===== src/rtl/sck_gen_pkg.sv =====
package sck_gen_pkg;

    // Default widths: 14-bit increment word, 2048-unit phase circle.
    localparam int DEF_WORD_W  = 14;
    localparam int DEF_PHASE_W = 11;

    // Strobe pair handed to the shift engine.
    typedef struct packed {
        logic latch;
        logic launch;
    } sck_strobe_t;

endpackage


===== src/rtl/sck_step_clamp.sv =====
// Limits the per-cycle increment to half the phase circle, so at most
// one half-period boundary is crossed per reference cycle.
module sck_step_clamp #(
    parameter int WORD_W  = 14,
    parameter int PHASE_W = 11
) (
    input  logic [WORD_W-1:0]  word,
    output logic [PHASE_W-1:0] step
);
    localparam int HALF = 1 << (PHASE_W - 1);
    localparam logic [WORD_W-1:0] HALF_W = WORD_W'(HALF);

    always_comb begin
        if (word >= HALF_W) begin
            step = PHASE_W'(HALF);
        end else begin
            step = word[PHASE_W-1:0];
        end
    end
endmodule


===== src/rtl/sck_wrap_detect.sv =====
// Flags whether adding step to phase crosses a half-period boundary.
module sck_wrap_detect #(
    parameter int PHASE_W = 11
) (
    input  logic [PHASE_W-1:0] phase,
    input  logic [PHASE_W-1:0] step,
    output logic               wrap
);
    logic [PHASE_W-1:0] low_sum;

    always_comb begin
        low_sum = {1'b0, phase[PHASE_W-2:0]} + step;
        wrap    = low_sum[PHASE_W-1];
    end
endmodule


===== src/rtl/sck_phase_adv.sv =====
// One accumulator step: next phase modulo the circle plus boundary flag.
module sck_phase_adv #(
    parameter int PHASE_W = 11
) (
    input  logic [PHASE_W-1:0] phase,
    input  logic [PHASE_W-1:0] step,
    output logic [PHASE_W-1:0] phase_nxt,
    output logic               wrap
);
    sck_wrap_detect #(.PHASE_W(PHASE_W)) u_wrap (
        .phase (phase),
        .step  (step),
        .wrap  (wrap)
    );

    assign phase_nxt = phase + step;
endmodule


===== src/rtl/sck_edge_match.sv =====
// Qualifies an edge of the given new level against a rise/fall choice.
module sck_edge_match (
    input  logic valid,
    input  logic level,
    input  logic rise_sel,
    output logic hit
);
    assign hit = valid & (level == rise_sel);
endmodule


===== src/rtl/sck_frac_gen.sv =====
module sck_frac_gen
    import sck_gen_pkg::*;
#(
    parameter int WORD_W  = DEF_WORD_W,
    parameter int PHASE_W = DEF_PHASE_W
) (
    input  logic              clk,
    input  logic              rst_n,
    input  logic [WORD_W-1:0] freq_word,
    input  logic              loop_restart,
    input  logic              latch_rise,
    input  logic              launch_rise,
    input  logic              async_sel,
    input  logic              cpol,
    input  logic              gate_en,
    input  logic              busy,
    input  logic              start,
    output logic              sck,
    output logic              latch_stb,
    output logic              launch_stb,
    output logic              async_in
);

    typedef struct packed {
        logic [PHASE_W-1:0] phase;
        logic               lvl;
        logic               sck;
        sck_strobe_t        stb;
        logic               async_f;
    } gen_state_t;

    gen_state_t st_q, st_d;

    logic [PHASE_W-1:0] step;
    logic [PHASE_W-1:0] adv_phase;
    logic [PHASE_W-1:0] phase_nx;
    logic               adv_wrap;
    logic               ahead_wrap;
    logic               lvl_nx;
    logic               advance;
    logic               edge_now;
    logic               sck_nx;
    logic               ahead_level;
    logic               lat_hit;
    logic               lau_hit;

    sck_step_clamp #(.WORD_W(WORD_W), .PHASE_W(PHASE_W)) u_clamp (
        .word (freq_word),
        .step (step)
    );

    sck_phase_adv #(.PHASE_W(PHASE_W)) u_adv (
        .phase     (st_q.phase),
        .step      (step),
        .phase_nxt (adv_phase),
        .wrap      (adv_wrap)
    );

    // Phase and toggle state for the coming edge.
    always_comb begin : p_phase
        advance  = gate_en ? busy : 1'b1;
        phase_nx = st_q.phase;
        lvl_nx   = st_q.lvl;
        edge_now = 1'b0;
        if (start) begin
            phase_nx = loop_restart ? '0 : st_q.phase;
            lvl_nx   = 1'b0;
        end else if (advance) begin
            phase_nx = adv_phase;
            lvl_nx   = st_q.lvl ^ adv_wrap;
            edge_now = busy & adv_wrap;
        end
        sck_nx      = cpol ^ (busy & lvl_nx);
        ahead_level = cpol ^ ~lvl_nx;
    end

    // Look one cycle further to place the drive strobe ahead of its edge.
    sck_wrap_detect #(.PHASE_W(PHASE_W)) u_ahead (
        .phase (phase_nx),
        .step  (step),
        .wrap  (ahead_wrap)
    );

    sck_edge_match u_latch_sel (
        .valid    (edge_now),
        .level    (sck_nx),
        .rise_sel (latch_rise),
        .hit      (lat_hit)
    );

    sck_edge_match u_launch_sel (
        .valid    (busy & ahead_wrap),
        .level    (ahead_level),
        .rise_sel (launch_rise),
        .hit      (lau_hit)
    );

    always_comb begin : p_next
        st_d            = st_q;
        st_d.phase      = phase_nx;
        st_d.lvl        = lvl_nx;
        st_d.sck        = sck_nx;
        st_d.stb.latch  = lat_hit;
        st_d.stb.launch = lau_hit;
        st_d.async_f    = start ? async_sel : st_q.async_f;
    end

    always_ff @(posedge clk) begin : p_reg
        if (!rst_n) begin
            st_q <= '0;
        end else begin
            st_q <= st_d;
        end
    end

    assign sck        = st_q.sck;
    assign latch_stb  = st_q.stb.latch;
    assign launch_stb = st_q.stb.launch;
    assign async_in   = st_q.async_f;

endmodule


===== config.mk =====
export PLATFORM = sky130hd
export DESIGN_NAME = sck_frac_gen
export DESIGN_NICKNAME = d
export VERILOG_FILES = /design/src/rtl/sck_gen_pkg.sv /design/src/rtl/sck_step_clamp.sv /design/src/rtl/sck_wrap_detect.sv /design/src/rtl/sck_phase_adv.sv /design/src/rtl/sck_edge_match.sv /design/src/rtl/sck_frac_gen.sv
export SDC_FILE = /design/constraint.sdc
export NUM_CORES = 1
export LEC_CHECK = 0
export ABC_AREA = 0
export BUFFER_PORTS_ARGS = -buffer_cell sky130_fd_sc_hd__buf_2
export CORE_MARGIN = 2
export CORE_UTILIZATION = 25
export CTS_CLUSTER_SIZE = 16
export DETAILED_ROUTE_END_ITERATION = 12
export PLACE_DENSITY = 0.53
export SYNTH_ARGS = -nofsm -noshare
export SYNTH_HDL_FRONTEND = slang
export SYNTH_SLANG_ARGS = --single-unit

===== constraint.sdc =====
create_clock -name clk -period 7.26 [get_ports clk]
set_input_delay 0 -clock clk [delete_from_list [all_inputs] [get_ports clk]]
set_output_delay 0 -clock clk [all_outputs]
set_load 0.02 [all_outputs]

==> flow_summary.json <==
{
  "ys_async_sr_fraction_pct": 0,
  "die_y_um": 86.02,
  "clockBufferDepth": 2,
  "synth_common_cells": "ha_1, nand2_1, a21oi_1, and2_1, dfxtp_1",
  "fin_skew_ns": 0.001869,
  "reg2reg_slack_ns": 3.59,
  "grt_setup_unrepaired": "false",
  "cp_slowest_stage_delay_ns": 0.77,
  "drv_cap": 0,
  "grt_pass1_vias": 1451,
  "hold_path_class": "in -> reg",
  "syn-cell-area_mm2": 0.001682,
  "max-vdd-ir-drop_uv": 47.35,
  "worstSetupPathType": "in -> reg",
  "root_buffer": "clkbuf_8",
  "io_buffers": 27,
  "slew-limit-headroom_pct": 42.68,
  "worst_slack_ns": 3.099,
  "setup_violations": 0,
  "crit_path_end_kind": "flip-flop",
  "syn_nets": 255,
  "cts_num_sinks": 15,
  "grt_max_degree": 29,
  "area_delta_synth_final_pct": 14.29,
  "synthFlopType": "dfxtp_1",
  "power_density_mw_per_mm2": 110.2,
  "cts_buffers": 3,
  "p_int_mw": 0.1452,
  "ys_warn_count": 0,
  "startpoint_type": "input port",
  "drtIter0Drc": 31,
  "yosysUniqueCellTypes": 54,
  "synth_top_area_cell": "dfxtp_1",
  "grt_overflow": 0,
  "combPwrFrac_pct": 23.5,
  "setup_tns_ns": 0,
  "remaining_drc_errors": 0,
  "wl_mm": 4.322,
  "htreeDepth": 1,
  "io_pins": 28,
  "antenna_cells": 0,
  "grt_first_pass_wirelength_mm": 7.072,
  "ys_seq_area_share_pct": 17.86,
  "die_w_um": 86.02,
  "drive_above_1_share_pct": 16.10,
  "via_per_inst": 5.115,
  "post-dp-hpwl_mm": 3.314,
  "synth_edf_count": 0,
  "ys_ff_latch": 15,
  "p_total_mw": 0.2117,
  "worstPathArrival_ns": 4.33,
  "final_net_count": 278,
  "leakagePower_nw": 0.8664,
  "period_share_pct": 57.32,
  "drt_first_pass_iters": 4,
  "antenna_found_initial": 0,
  "avgRoutedWirePerCell_um": 13.81,
  "grt_usage_pct": 11.90,
  "hold_viol": 0,
  "pwr-share-seq_pct": 41.7,
  "initial_utilization_pct": 26.18,
  "cts_resized": 0,
  "hold_buffers": 0,
  "path_max_fanout": 18,
  "yosys-top-cells-area": "dfxtp_1, ha_1, and2_1",
  "worstSkewPairLatency_ns": 0.26,
  "cts_tree": "done",
  "core.rowCount": 29,
  "antenna_left": 0,
  "gp_congestion": 0.7773,
  "timing.fmax_ghz": 0.2403,
  "synth.avg_cell_area_um2": 7.858,
  "cts_setup_buffers": 0,
  "slowest_stage": "nor4_4",
  "synth_top_area_share_pct": 17.86,
  "period_needed_ns": 4.161,
  "finalNonFillerCells": 313,
  "dp_cells": 309,
  "path_cells": "buf_2 > nor4_4 > and2_1 > ha_1 > and3_1 > a32o_1 > a2111oi_2 > o21bai_1 > a21o_1 > xnor2_1 > o21ai_1 > ha_1 > a21o_1 > a211o_1 > a31oi_1 > nor3_1 > nor4bb_1",
  "synth_cells": 214,
  "path_clk_slew_ns": 0.07,
  "swShare_pct": 31.43,
  "dp_slack_ns": 2.812,
  "status": "complete, no violations",
  "drv_slew": 0,
  "core_mm2": 0.006422,
  "vias": 1601,
  "clock_power_share_pct": 34.9,
  "critPathRequiredTime_ns": 7.43,
  "die-area_mm2": 0.007399,
  "switchingPower_mw": 0.06653,
  "tightest_slew_ns": 0.8533
}
-- registers in the layout (all words and copies together), names as in the netlist --
register / flops
latch_stb: 1
st_q: 11
launch_stb: 1
async_in: 1
sck: 1
-- stage by stage --
step                utilization (%)  area [µm²]  hold WS, ns
floorplan                         -        1682       0.1237
global placement              29.20        1876       0.2610
detailed placement            29.20        1876       0.2743
CTS                           29.92        1922      0.01390
global route                  29.92        1922      0.02353
finish                        29.92        1922      0.01484
-- routing by layer --
layer,wire (µm),up-vias,track usage [%]
met1,2163,739,17.06
met3,136,5,1.732
li1,-,826,-
met4,40,0,3.030
met5,0,-,0
met2,1982,31,18.60
-- final cells by class --
cell class | instances | area, µm²
fill | 670 | 4501
multi-input combinational | 182 | 1310
sequential | 15 | 300.3
timing repair buffer | 28 | 142.6
tap | 77 | 96.34
clock buffer | 3 | 41.29
inverter | 7 | 26.28
clock inverter | 1 | 5.005
-- critical path: cells and delay by family --
family	cells	cell delay, ns
compound gates	8	1.91
xor+xnor	1	0.12
fa+ha+maj	2	0.56
buf+inv	1	0.12
simple gates	5	1.62
-- layout by cell type (no fill, tap or decap), types with 2 or more instances in the layout --
| cell | count |
|---|---|
| nor3b_1 | 4 |
| or4_1 | 2 |
| mux2i_1 | 4 |
| and2_1 | 16 |
| dfxtp_1 | 15 |
| ha_1 | 17 |
| a31oi_1 | 3 |
| nor2_1 | 5 |
| inv_1 | 7 |
| nand3_1 | 5 |
| nand2_1 | 17 |
| nor2b_1 | 5 |
| nand3b_1 | 3 |
| o22ai_1 | 2 |
| xor2_1 | 4 |
| a211oi_1 | 2 |
| nand4b_1 | 2 |
| clkbuf_8 | 3 |
| buf_2 | 27 |
| o21ai_0 | 7 |
| nand2b_1 | 8 |
| a21oi_1 | 16 |
| a21o_1 | 5 |
| and3_1 | 2 |
| o21ai_1 | 8 |
| xnor2_1 | 10 |
| o21a_1 | 2 |
| nor3_1 | 6 |
| o211ai_1 | 2 |
-- power by group through the flow --
stage	sequential (mW)	combinational, mW	clock (mW)
6_report	0.0882	0.0497	0.0739
2_1_floorplan	0.0907	0.0319	0
5_1_grt	0.0886	0.0554	0.0802
4_1_cts	0.0882	0.0501	0.0760
3_5_place_dp	0.0901	0.0499	0
3_3_place_gp	0.0900	0.0494	0
-- cell families after synthesis --
| family | Yosys count | share of synthesized area [%] |
|---|---|---|
| and+or+nand+nor | 84 | 29.69 |
| AOI/OAI and AO/OA | 62 | 25.30 |
| adders and majority gates | 18 | 13.24 |
| buffers and inverters | 17 | 4.241 |
| DFF | 15 | 17.86 |
| xor gates and xnor gates | 14 | 7.291 |
| muxes | 4 | 2.381 |
-- path summary, 6_finish.rpt --
| path | from | endpoint | cells past startpoint |
|---|---|---|---|
| setup reg to reg | st_q[10] | launch_stb | 14 |
| setup / recovery | freq_word[13] | launch_stb | 17 |
| hold reg to reg | async_in | async_in | 2 |
| hold / removal | async_sel | async_in | 3 |
(Power assumes the default switching activity.)
